`config.mk`:
```
export PLATFORM = sky130hd
export DESIGN_NAME = eprom_rd_ctrl
export DESIGN_NICKNAME = d
export VERILOG_FILES = /design/src/rtl/eprom_rd_ctrl.sv
export SDC_FILE = /design/constraint.sdc
export NUM_CORES = 1
export LEC_CHECK = 0
export BUFFER_PORTS_ARGS = -buffer_cell sky130_fd_sc_hd__buf_2
export CORE_MARGIN = 2
export CORE_UTILIZATION = 40
export DETAILED_ROUTE_END_ITERATION = 10
export PLACE_DENSITY = 0.69
export SYNTH_ARGS = -nofsm -noshare
export SYNTH_HDL_FRONTEND = slang
export SYNTH_SLANG_ARGS = --single-unit
```
`constraint.sdc`:
```
create_clock -name clk -period 1.4 [get_ports clk]
set_input_delay 0.28 -clock clk [delete_from_list [all_inputs] [get_ports clk]]
set_output_delay 0.28 -clock clk [all_outputs]
set_load 0.02 [all_outputs]
```
`src/rtl/eprom_rd_ctrl.sv`:
```
module eprom_rd_ctrl #(
  parameter int ADDR_W    = 16,
  parameter int DATA_W    = 8,
  parameter int ADDR_CYC  = 6,
  parameter int CE_CYC    = 6,
  parameter int OE_CYC    = 3,
  parameter int SETUP_CYC = 1,
  parameter int FLOAT_CYC = 3
) (
  input  logic              clk,
  input  logic              rst_n,
  input  logic              req_i,
  input  logic [ADDR_W-1:0] addr_i,
  input  logic              ident_i,
  output logic              rdy_o,
  output logic [DATA_W-1:0] rdata_o,
  output logic              mem_ce_n_o,
  output logic              mem_oe_n_o,
  output logic [ADDR_W-1:0] mem_addr_o,
  output logic              mem_hv_sel_o,
  input  logic [DATA_W-1:0] mem_data_i
);

  localparam int OE_PATH    = SETUP_CYC + OE_CYC;
  localparam int AC_MAX     = (ADDR_CYC > CE_CYC) ? ADDR_CYC : CE_CYC;
  localparam int SAMPLE_CYC = (AC_MAX > OE_PATH) ? AC_MAX : OE_PATH;
  localparam int CNT_MAX    = (SAMPLE_CYC > FLOAT_CYC) ? SAMPLE_CYC : FLOAT_CYC;
  localparam int CNT_W      = $clog2(CNT_MAX + 1);
  localparam logic [CNT_W-1:0] SETUP_LAST  = CNT_W'(SETUP_CYC - 1);
  localparam logic [CNT_W-1:0] SAMPLE_LAST = CNT_W'(SAMPLE_CYC - 1);
  localparam logic [CNT_W-1:0] FLOAT_LAST  = CNT_W'(FLOAT_CYC - 1);

  typedef enum logic [1:0] {S_IDLE, S_ACCESS, S_FLOAT} st_t;

  st_t              st_q;
  logic [CNT_W-1:0] cnt_q;

  wire [ADDR_W-1:0] id_addr = {{(ADDR_W-1){1'b0}}, addr_i[0]};

  always_ff @(posedge clk or negedge rst_n) begin
    if (!rst_n) begin
      st_q         <= S_IDLE;
      cnt_q        <= '0;
      mem_ce_n_o   <= 1'b1;
      mem_oe_n_o   <= 1'b1;
      mem_addr_o   <= '0;
      mem_hv_sel_o <= 1'b0;
      rdy_o        <= 1'b0;
      rdata_o      <= '0;
    end else begin
      rdy_o <= 1'b0;
      unique case (st_q)
        S_IDLE: begin
          if (req_i) begin
            st_q         <= S_ACCESS;
            cnt_q        <= '0;
            mem_ce_n_o   <= 1'b0;
            mem_hv_sel_o <= ident_i;
            mem_addr_o   <= ident_i ? id_addr : addr_i;
          end
        end
        S_ACCESS: begin
          cnt_q <= cnt_q + 1'b1;
          if (cnt_q == SETUP_LAST) mem_oe_n_o <= 1'b0;
          if (cnt_q == SAMPLE_LAST) begin
            rdata_o      <= mem_data_i;
            rdy_o        <= 1'b1;
            mem_ce_n_o   <= 1'b1;
            mem_oe_n_o   <= 1'b1;
            mem_hv_sel_o <= 1'b0;
            cnt_q        <= '0;
            st_q         <= S_FLOAT;
          end
        end
        S_FLOAT: begin
          cnt_q <= cnt_q + 1'b1;
          if (cnt_q == FLOAT_LAST) st_q <= S_IDLE;
        end
        default: st_q <= S_IDLE;
      endcase
    end
  end

  localparam int GAP_TOP = FLOAT_CYC + 1;
  localparam int GAP_W   = $clog2(GAP_TOP + 1);
  logic [GAP_W-1:0] gap_q;

  always_ff @(posedge clk or negedge rst_n) begin
    if (!rst_n)                     gap_q <= GAP_W'(GAP_TOP);
    else if (!mem_oe_n_o)           gap_q <= '0;
    else if (gap_q < GAP_W'(GAP_TOP)) gap_q <= gap_q + 1'b1;
  end

  a_r3_oe_inside_ce: assert property (@(posedge clk) disable iff (!rst_n)
    !mem_oe_n_o |-> !mem_ce_n_o);

  a_r2_addr_stable: assert property (@(posedge clk) disable iff (!rst_n)
    (!mem_ce_n_o && !$past(mem_ce_n_o)) |-> $stable(mem_addr_o));

  a_r4_rdy_single: assert property (@(posedge clk) disable iff (!rst_n)
    rdy_o |=> !rdy_o);

  a_r5_enables_high: assert property (@(posedge clk) disable iff (!rst_n)
    rdy_o |-> (mem_ce_n_o && mem_oe_n_o));

  a_r6_float_gap: assert property (@(posedge clk) disable iff (!rst_n)
    $fell(mem_ce_n_o) |-> (gap_q >= GAP_W'(GAP_TOP)));

  a_r7_hv_addr: assert property (@(posedge clk) disable iff (!rst_n)
    mem_hv_sel_o |-> (!mem_ce_n_o && (mem_addr_o[ADDR_W-1:1] == '0)));

endmodule

```
After elaboration in Yosys (flattened, before gate mapping)
Cells that the tools add are included.
{ "word_totals": {"regBits": 33, "latch_bits": 0, "ramBits": 0, "romBits": 0, "in_bits": 28, "output_inout_bits": 28, "elab_cells": 45, "memories": 0} }
{ "op_classes": {"n_addsub": 1, "n_mul": 0, "div": 0, "magnitude_cmp": 0, "eq_ne": 7, "shift": 0, "mux": 18, "n_bitwise": 0, "n_reduce_logical": 11} }
{ "ops": {"columns": ["operator", "count"], "rows": [
  ["$mux 16", 1],
  ["$pmux 3 s3", 1],
  ["$mux 1", 8],
  ["$reduce_and 2->1", 4],
  ["$mux 2", 3],
  ["$mux 3", 2],
  ["$ne 2x2->1 const B", 3],
  ["$pmux 2 s3", 1],
  ["$reduce_and 3->1", 2],
  ["$pmux 1 s2", 2],
  ["$reduce_bool 2->1", 2],
  ["$add 3x1->3 const B", 1],
  ["$eq 3x2->1 const B", 1],
  ["$eq 3x3->1 const B", 1],
  ["$logic_not 3->1", 1],
  ["$reduce_bool 3->1", 1],
  ["$eq 2x1->1 const B", 1],
  ["$eq 2x2->1 const B", 1],
  ["$logic_not 2->1", 1]
]} }

Depth between registers and ports, before layout
Gate-level depths: netlist of run 1.
{ "logic_depth": {"ltp_word": 3, "ltp_mapped": 6} }

Worst setup path before layout of run 1
No wires, ideal clock.
{ "synth_path": {"path_kind": "register -> register", "from": "reg st_q[1]", "to": "reg st_q[0]", "setup_ns": 0.126, "t_arrival_ns": 1.287, "slack_ns": -0.013, "stages_incl_launch_ff": 7, "path_buffers": 1, "synth_period_minus_slack_ns": 1.413, "cell_sequence": "dfrtp_1 > inv_1 > ha_1 > buf_6 > a21boi_4 > nor3b_1 > o32a_1"} }
{ "synth_via": {"elab_chain_len": 3} }
{ "synth_lines": {"columns": ["item", "line", "rtl"], "rows": [
  ["from (decl)", "35", "st_t st_q;"],
  ["from (signal assigned)", "42", "st_q <= S_IDLE;"],
  ["from (signal assigned)", "55", "st_q <= S_ACCESS;"],
  ["from (signal assigned)", "72", "st_q <= S_FLOAT;"],
  ["$eq 2x2->1 (tied with other cells)", "52", "unique case (st_q)"],
  ["$ne 2x2->1 (no line)", null, null],
  ["$reduce_and 3->1 (no line)", null, null]
]} }
Parallel ways exist; a longest one is shown, timed or not.
A chain may end at the register's enable or synchronous reset.

Worst setup path after layout of run 1
{ "layout_path": {"from": "reg st_q[1]", "to": "reg rdata_o[1]"} }
{ "layout_via": {"elab_chain_len": 2} }
{ "layout_lines": {"columns": ["item", "line", "rtl"], "rows": [
  ["$eq 2x1->1", "52", null],
  ["$reduce_and 2->1 (no line)", null, null],
  ["to (signal assigned)", "66", "rdata_o <= mem_data_i;"],
  ["to (decl)", "16", "output logic [DATA_W-1:0] rdata_o,"]
]} }
No other way between the ends.

==> key figures, run 1 <==
Logic synthesis
  • Post-synth top area share: 0.5065
  • Post-Syn Area: 0.001531 mm^2
  • Yosys top cell by area: dfrtp_1
  • Sequential area share after synthesis: 0.5408
  • Seq cells post-synth: 33
  • Post-Syn Instances: 143
  • Synth Warn #: 0
  • Syn_area_per_cell: 10.71 um^2
  • Area contributors post-synth: dfrtp_1 (51%), nand2b_1 (6.9%), mux2_2 (6.6%)
  • Unique masters post-synth: 26
  • Post-synthesis net count: 178

Final layout
  • Share of cells above drive strength 1: 0.4837
  • Count of nets after finishing: 249
  • Post-layout instance area: 0.002153 mm^2
  • # diodes: 0
  • P&R area growth vs syn: 40.60%

Global route
  • First-pass GRT wire length: 5.609 mm
  • Global route overflow: 0
  • Largest net degree at the start of global routing: 34
  • Initial antenna violation count: 0
  • Number of global-route vias before repair: 1,253
  • Total GRT Usage: 0.1723

Critical path
  • Crit end category: register
  • R2R depth: 5
  • RR Startpoint: st_q[1]
  • Crit path max fanout: 10
  • FF-to-FF End: rdata_o[1]
  • R2R Setup Slk: 20 ps
  • Critical path startpoint category: register
  • CP required: 1570 ps
  • Worst setup path class: reg -> reg
  • CP arrival: 1560 ps

Detailed routing
  • Drt first pass iters: 4
  • 1st-iter DRT viols: 23
  • Final Routed Wirelength: 3.283 mm
  • DR vias: 1,265
  • Drt drc: 0
  • Wire per inst: 12.48 um
  • Routed Antenna Nets: 0
  • Via-to-Cell Ratio: 4.810

Floorplanning
  • Core Area: 0.003661 mm^2
  • Die ar.: 0.004340 mm^2
  • Chip width: 65.88 um
  • Placement row count: 22
  • IO Pins: 56
  • Starting density of the core: 0.4183
  • Die Y-Extent: 65.88 um

Placed design
  • Placement-stage cell area: 0.001918 mm^2
  • Post-place setup slack: -50.41 ps
  • Dpl hpwl: 2.316 mm
  • Routability cong.: 0.8111
  • PortBufs: 55

Flow run
  • Max_cap viols: 0

Timing
  • Period utilization: 0.9882
  • Worst-Margin Slew: 399.6 ps
  • WHS: 2.017 ps
  • Clk_skew: 3.622 ps
  • Fin. Hold Viols: 0
  • Post-route worst setup slack: 16.46 ps
  • Setup violators final: 0
  • RSZ-0062 raised after global routing: yes
  • Period minus WS final: 1384 ps
  • Max Freq: 722.8 MHz
  • Setup TNS: 0 ps
  • Slew margin rel.: 0.7336
  • Max Transition Viols Final: 0

CTS
  • CTS Sinks: 33
  • Clk buf depth: 2
  • Reg clk slew, reported paths: 70 ps
  • Clock Latency Late Sink: 290 ps
  • H-Tree Depth: 2
  • CTS Buf Count: 5
  • Hold buffers post-CTS: 0
  • CTS Root Cell: clkbuf_8
  • CTS tree: yes

Pwr
  • Peak supply drop: 960.9 uV
  • Total power draw: 0.004396 W
  • Pwr per Cell Area: 2042 mW/mm^2
  • Leak Pwr: 1.044 nW

Worst hold path
  • Hold WC Path Type: in -> async

Status
  • Status: finished, final reports clean
==> synthesized netlist by cell type (all sizes together) <==
| library cell | number |
|---|---|
| a21oi | 4 |
| o22a | 1 |
| o31ai | 1 |
| ha | 7 |
| o21ai | 20 |
| a211oi | 1 |
| buf | 2 |
| mux2 | 9 |
| o211ai | 1 |
| inv | 5 |
| mux2i | 1 |
| dfstp | 2 |
| a21boi | 1 |
| nand2b | 17 |
| o32a | 1 |
| nor3b | 2 |
| nor2b | 4 |
| nand2 | 21 |
| clkbuf | 4 |
| nand4 | 1 |
| nand3 | 1 |
| nor2 | 3 |
| o32ai | 1 |
| a31oi | 2 |
| dfrtp | 31 |
==> worst max-delay path by stage <==
stage,end,depth (start not counted),slack (ps),start
6_report,rdata_o[1],5,20,st_q[1]
5_1_grt,rdata_o[7],5,-40,st_q[1]
4_1_cts,st_q[0],5,-40,st_q[1]
3_5_place_dp,rdata_o[1],4,-50,cnt_q[1]
3_3_place_gp,st_q[0],5,-10,st_q[1]
2_1_floorplan,st_q[0],6,4,st_q[1]
==> through the flow <==
stage / std cells / util
after CTS: 260 / 0.5625
after global placement: 251 / 0.5239
after detailed placement: 251 / 0.5239
after global routing: 263 / 0.5882
after floorplan: 143 / -
final: 263 / 0.5882
==> worst max-delay path, cell delays in order (launching register included) <==
cell and delay [ps]:
dfrtp_1 390, inv_2 80, ha_4 170, buf_4 130
nand3_4 140, mux2_2 360
==> registers in the layout (all words and copies together) (netlist names) <==
signal	flops
cnt_q	3
mem_ce_n_o	1
st_q	2
rdata_o	8
rdy_o	1
mem_oe_n_o	1
mem_hv_sel_o	1
mem_addr_o	16
==> cells in the final DEF, fill, tap and decap left out <==
| cell type | netlist | routed |
|---|---|---|
| buf_2 | 1 | 55 |
| dfrtp_1 | 31 | 30 |
| nand2_1 | 21 | 21 |
| o21ai_0 | 20 | 17 |
| nand2b_1 | 17 | 15 |
| buf_4 | 0 | 13 |
| mux2_2 | 9 | 9 |
| clkbuf_8 | 0 | 6 |
| nor2b_1 | 4 | 4 |
| a21oi_1 | 4 | 4 |
| ha_2 | 0 | 4 |
| inv_1 | 5 | 3 |
| nor2_1 | 3 | 3 |
| o21ai_1 | 0 | 3 |
| inv_2 | 0 | 2 |
| nand2b_4 | 0 | 2 |
| a31oi_1 | 2 | 2 |
| ha_4 | 0 | 2 |
| dfstp_2 | 2 | 2 |
| buf_6 | 1 | 2 |
| nand3_4 | 0 | 1 |
| a21boi_4 | 1 | 1 |
| nor3b_1 | 2 | 1 |
| nor3b_2 | 0 | 1 |
| o22a_1 | 1 | 1 |
| o32a_1 | 1 | 1 |
| a211oi_2 | 0 | 1 |
| o32ai_1 | 1 | 1 |
| nand4_1 | 1 | 1 |
| mux2i_4 | 0 | 1 |
| o211ai_1 | 1 | 1 |
| o31ai_1 | 1 | 1 |
| ha_1 | 7 | 1 |
| bufinv_16 | 0 | 1 |
| clkbuf_1 | 4 | 1 |
| dfrtp_2 | 0 | 1 |
==> cells by family after synthesis <==
logic type | Yosys count | share of synthesized area
adder cells (fa/ha/maj) | 7 | 0.05719
multiplexers | 10 | 0.07271
buffers and inverters | 11 | 0.03267
AO/OA/AOI/OAI | 33 | 0.1315
AND/OR/NAND/NOR | 49 | 0.1650
flip-flops | 33 | 0.5408
==> final cells by class <==
| type | count | area (um^2) |
|---|---|---|
| Multi-Input combinational cell | 99 | 733.2 |
| Timing Repair Buffer | 70 | 395.4 |
| Fill cell | 309 | 1508 |
| Tap cell | 48 | 60.06 |
| Clock buffer | 7 | 86.33 |
| Inverter | 5 | 18.77 |
| Clock inverter | 1 | 30.03 |
| Sequential cell | 33 | 829.5 |
==> what timing repair did <==
action                                  CTS  global route
setup buffers                             1             3
resized for setup                         3            19
pin swaps                                 1             4
endpoints found under the setup margin   11            26
==> power breakdown <==
part	switching [W]	leakage (nW)	total [W]	internal (W)
combinational	0.00110	0.572	0.00197	0.000872
sequential	0.000203	0.414	0.00149	0.00129
clock	0.000349	0.0585	0.000929	0.000580
total	0.00165	1.04	0.00440	0.00274
==> routing by layer <==
| layer | up-vias | wire [um] | part of all wire | GRT usage |
|---|---|---|---|---|
| met4 | 0 | 74 | 0.023 | 0.06250 |
| met3 | 10 | 299 | 0.091 | 0.07496 |
| met5 | - | 0 | 0 | 0 |
| met2 | 57 | 1517 | 0.46 | 0.2765 |
| met1 | 573 | 1391 | 0.42 | 0.2042 |
| li1 | 625 | - | - | - |
Power figures use the tool's default switching activity.
==> run 2: changes to the inputs <==
--- a/config.mk
+++ b/config.mk
@@ -5,11 +5,12 @@
 export SDC_FILE = /design/constraint.sdc
 export NUM_CORES = 1
 export LEC_CHECK = 0
+export ABC_AREA = 1
 export BUFFER_PORTS_ARGS = -buffer_cell sky130_fd_sc_hd__buf_2
 export CORE_MARGIN = 2
-export CORE_UTILIZATION = 40
+export CORE_UTILIZATION = 45
 export DETAILED_ROUTE_END_ITERATION = 10
-export PLACE_DENSITY = 0.69
+export PLACE_DENSITY = 0.74
 export SYNTH_ARGS = -nofsm -noshare
 export SYNTH_HDL_FRONTEND = slang
 export SYNTH_SLANG_ARGS = --single-unit
==> constraint.sdc (replaced) <==
create_clock -name clk -period 1.7 [get_ports clk]
set_input_delay 0.34 -clock clk [delete_from_list [all_inputs] [get_ports clk]]
set_output_delay 0.34 -clock clk [all_outputs]
set_load 0.02 [all_outputs]
==> key figures, run 2 <==
Status
  • Status: complete, but fails checks
  • Failing checks: negative hold slack

Logic synthesis
  • Post-Syn Instances: 174 (+22%)
  • FFs w/ async S/R, synth: 1.000 (unchanged)
  • Synth Flop Type: dfrtp_1
  • Post-synth EDFFs: 0 (unchanged)
  • Post-synth top area share: 0.5057 (-0.0008263)
  • Sequential area share after synthesis: 0.5400 (-0.0008823)
  • Area contributors post-synth: dfrtp_1 (51%), nand2_1 (20%), ha_1 (5.7%)
  • Commonest cells post-synth: nand2_1 (83), dfrtp_1 (31), inv_1 (12)
  • Post-synthesis net count: 209 (+17%)
  • Syn_area_per_cell: 8.816 um^2 (-18%)
  • Unique masters post-synth: 20 (-23%)
  • Synth Warn #: 0 (unchanged)
  • Seq cells post-synth: 33 (unchanged)
  • Post-Syn Area: 0.001534 mm^2 (+0.16%)
  • Top-count cell post-synth: nand2_1
  • Yosys top cell by area: dfrtp_1

Timing
  • Period minus WS final: 1445 ps (+61.29 ps)
  • Max Freq: 692.1 MHz (-4.2%)
  • Clk_skew: 4.957 ps (+1.335 ps)
  • Setup violators final: 0 (unchanged)
  • Setup TNS: 0 ps (unchanged)
  • Fin. Hold Viols: 2 (+2)
  • Worst-Margin Slew: 452.0 ps (+52.43 ps)
  • Slew margin rel.: 0.6983 (-0.03529)
  • RSZ-0062 raised after global routing: no
  • Max Transition Viols Final: 0 (unchanged)
  • WHS: -2.315 ps (-4.332 ps)
  • Period utilization: 0.8499 (-0.1383)

Detailed routing
  • Drt drc: 0 (unchanged)
  • Drt first pass iters: 4 (unchanged)
  • DR vias: 1,288 (+1.8%)
  • Via-to-Cell Ratio: 4.584 (-4.7%)
  • Routed Antenna Nets: 0 (unchanged)
  • Final Routed Wirelength: 3.061 mm (-6.8%)
  • 1st-iter DRT viols: 69 (+200%)
  • Wire per inst: 10.89 um (-13%)

Pwr
  • Pwr per Cell Area: 1802 mW/mm^2 (-12%)
  • Total power draw: 0.003504 W (-20%)
  • Leak Pwr: 1.081 nW (+3.5%)
  • Switching Share: 0.4212 (+0.04510)
  • Pint: 0.002028 W (-26%)
  • Psw: 0.001476 W (-11%)
  • Part of the power in combinational logic: 0.459 (+0.010)
  • Clock Power Share: 0.176 (-0.035)
  • Sequential Power Share: 0.365 (+0.025)
  • Peak supply drop: 771.1 uV (-20%)

Critical path
  • FF-to-FF End: mem_addr_o[8]
  • Crit path max fanout: 26 (+16)
  • Worst setup path class: reg -> reg
  • Critical path startpoint category: register
  • R2R Setup Slk: 260 ps (+240 ps)
  • R2R depth: 6 (+1)
  • CP required: 1940 ps (+370 ps)
  • RR Startpoint: st_q[1]
  • Crit end category: register
  • CP arrival: 1680 ps (+120 ps)

Floorplanning
  • Starting density of the core: 0.4633 (+0.04502)
  • Placement row count: 21 (-4.5%)
  • Die Y-Extent: 62.39 um (-5.3%)
  • IO Pins: 56 (unchanged)
  • Core Area: 0.003311 mm^2 (-9.6%)
  • Die ar.: 0.003892 mm^2 (-10%)
  • Chip width: 62.39 um (-5.3%)

Final layout
  • Non-filler cells, final: 281 (+6.8%)
  • # diodes: 0 (unchanged)
  • Share of cells above drive strength 1: 0.3574 (-0.1263)
  • P&R area growth vs syn: 26.75%
  • Post-layout instance area: 0.001944 mm^2 (-9.7%)
  • Largest register by flop count: mem_addr_o
  • Most common cell after layout, fill and taps aside: nand2_1
  • Most frequent cells in the layout: nand2_1 (83), buf_2 (55), dfrtp_1 (31), inv_1 (12), o21ai_2 (10)
  • Count of nets after finishing: 269 (+8.0%)
  • Max reg flops: 16 (unchanged)
  • Registers with the most flip-flops: mem_addr_o: 16 flops, rdata_o: 8 flops, cnt_q: 3 flops

CTS
  • H-Tree Depth: 2 (unchanged)
  • CTS Root Cell: clkbuf_4
  • CTS Buf Count: 5 (unchanged)
  • Post-cts repair resize count: 0 (-3)
  • Clock Latency Late Sink: 340 ps (+50 ps)
  • Post-CTS setup buffer count: 0 (-1)
  • Hold buffers post-CTS: 0 (unchanged)
  • CTS Sinks: 33 (unchanged)
  • Clk buf depth: 2 (unchanged)
  • CTS tree: yes
  • Reg clk slew, reported paths: 100 ps (+30 ps)

Placed design
  • DP Cell Count: 273 (+8.8%)
  • PortBufs: 55 (unchanged)
  • Routability cong.: 0.8539 (+5.3%)
  • Dpl hpwl: 2.267 mm (-2.1%)
  • Placement-stage cell area: 0.001859 mm^2 (-3.1%)

Worst hold path
  • Hold WC Path Type: in -> async

Global route
  • Initial antenna violation count: 0 (unchanged)
  • Largest net degree at the start of global routing: 34 (unchanged)
  • Total GRT Usage: 0.1855 (+0.01330)
  • Number of global-route vias before repair: 1,255 (+0.16%)
  • First-pass GRT wire length: 5.554 mm (-0.98%)
  • Global route overflow: 0 (unchanged)

Flow run
  • Max_cap viols: 0 (unchanged)
run 2: cell types whose count changed in the layout (fill, tap and decap cells not counted), moves of 4 or more:
cell,previous run,this run
nand2_1,21,83
clkbuf_4,0,5
clkbuf_8,6,1
nand3_1,0,4
nor2b_1,4,0
o21ai_0,17,1
inv_1,3,12
ha_2,4,0
ha_1,1,7
nand2b_1,15,0
o21ai_2,0,10
mux2_2,9,0
buf_4,13,2
run 2: logic make-up (layout without fill, tap and decap cells):
logic type               after synthesis  in the layout  share of synthesized area
multiplexers                           1              1                   0.009785
adder cells (fa/ha/maj)                7              7                    0.05709
AO/OA/AOI/OAI                         20             20                    0.09135
AND/OR/NAND/NOR                       93             93                     0.2374
buffers and inverters                 20             81                    0.06443
flip-flops                            33             33                     0.5400
run 2: final cells by class:
type / instances / area [um^2]
Timing Repair Buffer: 58 / 310.3
Sequential cell: 33 / 828.3
Multi-Input combinational cell: 121 / 606.8
Clock inverter: 1 / 30.03
Tap cell: 46 / 57.56
Fill cell: 315 / 1366
Clock buffer: 7 / 55.05
Inverter: 15 / 56.30
run 2: worst max-delay path, cell delays in order, from the launching register on:
cell,delay (ps)
dfrtp_1,410
inv_1,80
ha_1,320
nand2_2,180
buf_12,210
nand2_1,80
o21ai_2,50
run 2: layer usage:
| layer | track usage | vias to the layer above | wire (um) |
|---|---|---|---|
| met5 | 0 | - | 0 |
| met4 | 0.07500 | 0 | 38 |
| met3 | 0.06847 | 5 | 223 |
| met2 | 0.2948 | 40 | 1476 |
| met1 | 0.2306 | 584 | 1323 |
| li1 | - | 659 | - |
run 2: power by group through the flow:
| stage | registers (W) | clock network, W | logic (W) |
|---|---|---|---|
| 3_5_place_dp | 0.00129 | 0 | 0.00162 |
| 2_1_floorplan | 0.00163 | 0 | 0.000796 |
| 5_1_grt | 0.00133 | 0.000667 | 0.00181 |
| 6_report | 0.00128 | 0.000615 | 0.00161 |
| 3_3_place_gp | 0.00129 | 0 | 0.00158 |
| 4_1_cts | 0.00128 | 0.000633 | 0.00162 |
run 2: worst max-delay path by stage:
stage             from              to  depth (start not counted)
5_1_grt        st_q[0]   mem_addr_o[8]                          6
4_1_cts        st_q[0]   mem_addr_o[8]                          6
3_5_place_dp   st_q[1]  mem_addr_o[10]                          6
2_1_floorplan  st_q[0]   mem_addr_o[0]                          4
6_report       st_q[1]   mem_addr_o[8]                          6
3_3_place_gp   st_q[0]  mem_addr_o[12]                          6
run 2: metrics by stage:
| stage | util | setup WS [ps] |
|---|---|---|
| final | 0.5873 | 255.2 |
| after global routing | 0.5873 | 125.3 |
| after CTS | 0.5873 | 254.4 |
| after detailed placement | 0.5616 | 265.3 |
| after global placement | 0.5616 | 345.0 |
| after floorplan | - | 421.9 |
==> run 3: changes to the inputs <==
--- a/config.mk
+++ b/config.mk
@@ -5,12 +5,12 @@
 export SDC_FILE = /design/constraint.sdc
 export NUM_CORES = 1
 export LEC_CHECK = 0
-export ABC_AREA = 1
+export ABC_AREA = 0
 export BUFFER_PORTS_ARGS = -buffer_cell sky130_fd_sc_hd__buf_2
 export CORE_MARGIN = 2
-export CORE_UTILIZATION = 45
+export CORE_UTILIZATION = 44
 export DETAILED_ROUTE_END_ITERATION = 10
-export PLACE_DENSITY = 0.74
+export PLACE_DENSITY = 0.75
 export SYNTH_ARGS = -nofsm -noshare
 export SYNTH_HDL_FRONTEND = slang
 export SYNTH_SLANG_ARGS = --single-unit
==> constraint.sdc (replaced) <==
create_clock -name clk -period 1.3 [get_ports clk]
set_input_delay 0.26 -clock clk [delete_from_list [all_inputs] [get_ports clk]]
set_output_delay 0.26 -clock clk [all_outputs]
set_load 0.02 [all_outputs]
==> key figures, run 3 (synthesis results as in run 1) <==
Final layout
  • Post-layout util: 0.7173 (+0.1300)
  • Share of cells above drive strength 1: 0.6036 (+0.2462)
  • P&R area growth vs syn: 56.29%
  • Max reg flops: 16 (unchanged)
  • Post-layout instance area: 0.002394 mm^2 (+23%)
  • Largest register by flop count: mem_addr_o
  • Registers with the most flip-flops: mem_addr_o: 16 flops, rdata_o: 8 flops, cnt_q: 3 flops
  • Fill count: 232 (-26%)
  • Most frequent cells in the layout: buf_2 (53), dfrtp_1 (31), nand2b_1 (16), buf_4 (12), mux2_2 (9)
  • Count of nets after finishing: 256 (-4.8%)
  • Seq. cell area: 828.3 um^2 (unchanged)
  • Most common cell after layout, fill and taps aside: buf_2
  • # diodes: 0 (unchanged)
  • Multi-input gate area: 894.6 um^2 (+47%)

Critical path
  • RR Startpoint: st_q[1]
  • Slowest stage delay, CP: 420 ps (about the same)
  • Crit end category: register
  • Worst path cell trace: inv_2 > ha_4 > a21boi_4 > nor3b_2 > o32a_1
  • CP arrival: 1680 ps (about the same)
  • Critical path startpoint category: register
  • CP required: 1540 ps (-400 ps)
  • CP top delay family: compound AO/OA/AOI/OAI gates
  • Worst setup path class: reg -> reg
  • Critical path buffer and inverter count: 1 (-1)
  • Crit path max fanout: 5 (-81%)
  • CP max-delay cell: dfrtp_1
  • CP startpoint: st_q[1]

Detailed routing
  • Drt drc: 0 (unchanged)
  • Routed Antenna Nets: 0 (unchanged)
  • Final Routed Wirelength: 4.229 mm (+38%)
  • Wire per inst: 15.78 um (+45%)
  • 1st-iter DRT viols: 61 (-12%)
  • DR vias: 1,391 (+8.0%)
  • Drt first pass iters: 7 (+3)
  • Via-to-Cell Ratio: 5.190 (+13%)

Timing
  • Worst-Margin Slew: 421.5 ps (-30.50 ps)
  • WHS: 150.0 ps (+152.3 ps)
  • Max Transition Viols Final: 0 (unchanged)
  • Fin. Hold Viols: 0 (-2)
  • Period minus WS final: 1445 ps (+0.3030 ps)
  • Setup violators final: 31 (+31)
  • Max Freq: 692.0 MHz (about the same)
  • Post-route worst setup slack: -145.1 ps (-400.3 ps)
  • Clk_skew: 8.248 ps (+3.291 ps)
  • RSZ-0062 raised after global routing: yes
  • Period utilization: 1.112 (+0.2617)
  • Slew margin rel.: 0.7190 (+0.02067)

Worst hold path
  • Hold_sp: mem_data_i[5]
  • Hold WC Path Type: in -> reg

Floorplanning
  • Starting density of the core: 0.4589 (-0.004398)
  • Die Y-Extent: 63.00 um (+0.98%)
  • Core Area: 0.003337 mm^2 (+0.79%)
  • Placement row count: 21 (unchanged)
  • IO Pins: 56 (unchanged)
  • Die ar.: 0.003968 mm^2 (+2.0%)
  • Chip width: 63.00 um (+0.98%)

CTS
  • Clock Latency Late Sink: 340 ps (about the same)
  • Reg clk slew, reported paths: 100 ps (about the same)
  • CTS Root Cell: clkbuf_4
  • CTS tree: yes
  • CTS Buf Count: 5 (unchanged)
  • CTS Sinks: 33 (unchanged)
  • H-Tree Depth: 2 (unchanged)
  • Clk buf depth: 2 (unchanged)

Status
  • Failing checks: negative setup slack
  • Status: complete, but fails checks

Pwr
  • Pwr per Cell Area: 2109 mW/mm^2 (+17%)
  • Peak supply drop: 968.8 uV (+26%)
  • Leak Pwr: 1.153 nW (+6.7%)

Flow run
  • Max_cap viols: 0 (unchanged)

Global route
  • Initial antenna violation count: 0 (unchanged)
  • Total GRT Usage: 0.1837 (-0.001866)
  • Largest net degree at the start of global routing: 34 (unchanged)
  • Number of global-route vias before repair: 1,326 (+5.7%)
  • Global route overflow: 0 (unchanged)
  • First-pass GRT wire length: 5.713 mm (+2.9%)

Placed design
  • Dpl hpwl: 2.426 mm (+7.0%)
  • PortBufs: 55 (unchanged)
  • Placement-stage cell area: 0.001936 mm^2 (+4.1%)
  • Routability cong.: 0.8214 (-3.8%)
## run 3: final timing paths
check / slack, ps / depth (start not counted) / endpoint
setup / recovery: -150 / 5 / st_q[0]
hold / removal: 150 / 2 / rdata_o[5]
setup reg to reg: -150 / 5 / st_q[0]
hold reg to reg: 510 / 2 / mem_addr_o[11]
max in group asynchronous: 480 / 3 / mem_ce_n_o
min in group asynchronous: 480 / 3 / cnt_q[1]
## run 3: what timing repair did
action / 4_1_cts / 5_1_grt
hold endpoints to repair: 31 / 0
pin swaps: 2 / 22
hold buffers: 1 / 0
setup buffers: 3 / 3
gates cloned: 0 / 4
resized for setup: 11 / 65
setup endpoints to repair: 32 / 33
## run 3: through the flow
step / TNS (ps) / setup slack (ps) / total power [W] / instances
6_report: -2057 / -145.1 / 0.005047 / 268
4_1_cts: -974.4 / -88.97 / 0.004296 / 261
3_3_place_gp: -849.9 / -58.89 / 0.003426 / 249
2_1_floorplan: -729.0 / -51.54 / 0.002802 / 143
3_5_place_dp: -2334 / -134.4 / 0.003514 / 249
5_1_grt: -3634 / -195.9 / 0.005330 / 268
## run 3: worst reg2reg max path, cell delays in order, from the launching register on
cell      delay, ps
dfrtp_1         420
inv_2           120
ha_4            180
a21boi_4        260
nor3b_2          80
o32a_1          290
## run 3: layer usage
metal  track usage  part of all wire  vias up
met4       0.06389             0.014        0
met5             0                 0        -
met1        0.2078              0.41      686
met2        0.3245              0.52       52
li1              -                 -      647
met3       0.05766             0.059        6
## run 3: power by group
part	internal [W]	total, W	switching [W]
clock network	0.000267	0.000615	0.000348
registers	0.00139	0.00168	0.000292
logic	0.00129	0.00275	0.00146
## run 3: cell type report
type | count | area share
Clock buffer | 8 | 0.02457
Multi-Input combinational cell | 100 | 0.3738
Sequential cell | 33 | 0.3461
Inverter | 5 | 0.007841
Timing Repair Buffer | 76 | 0.2237
Tap cell | 46 | 0.02405
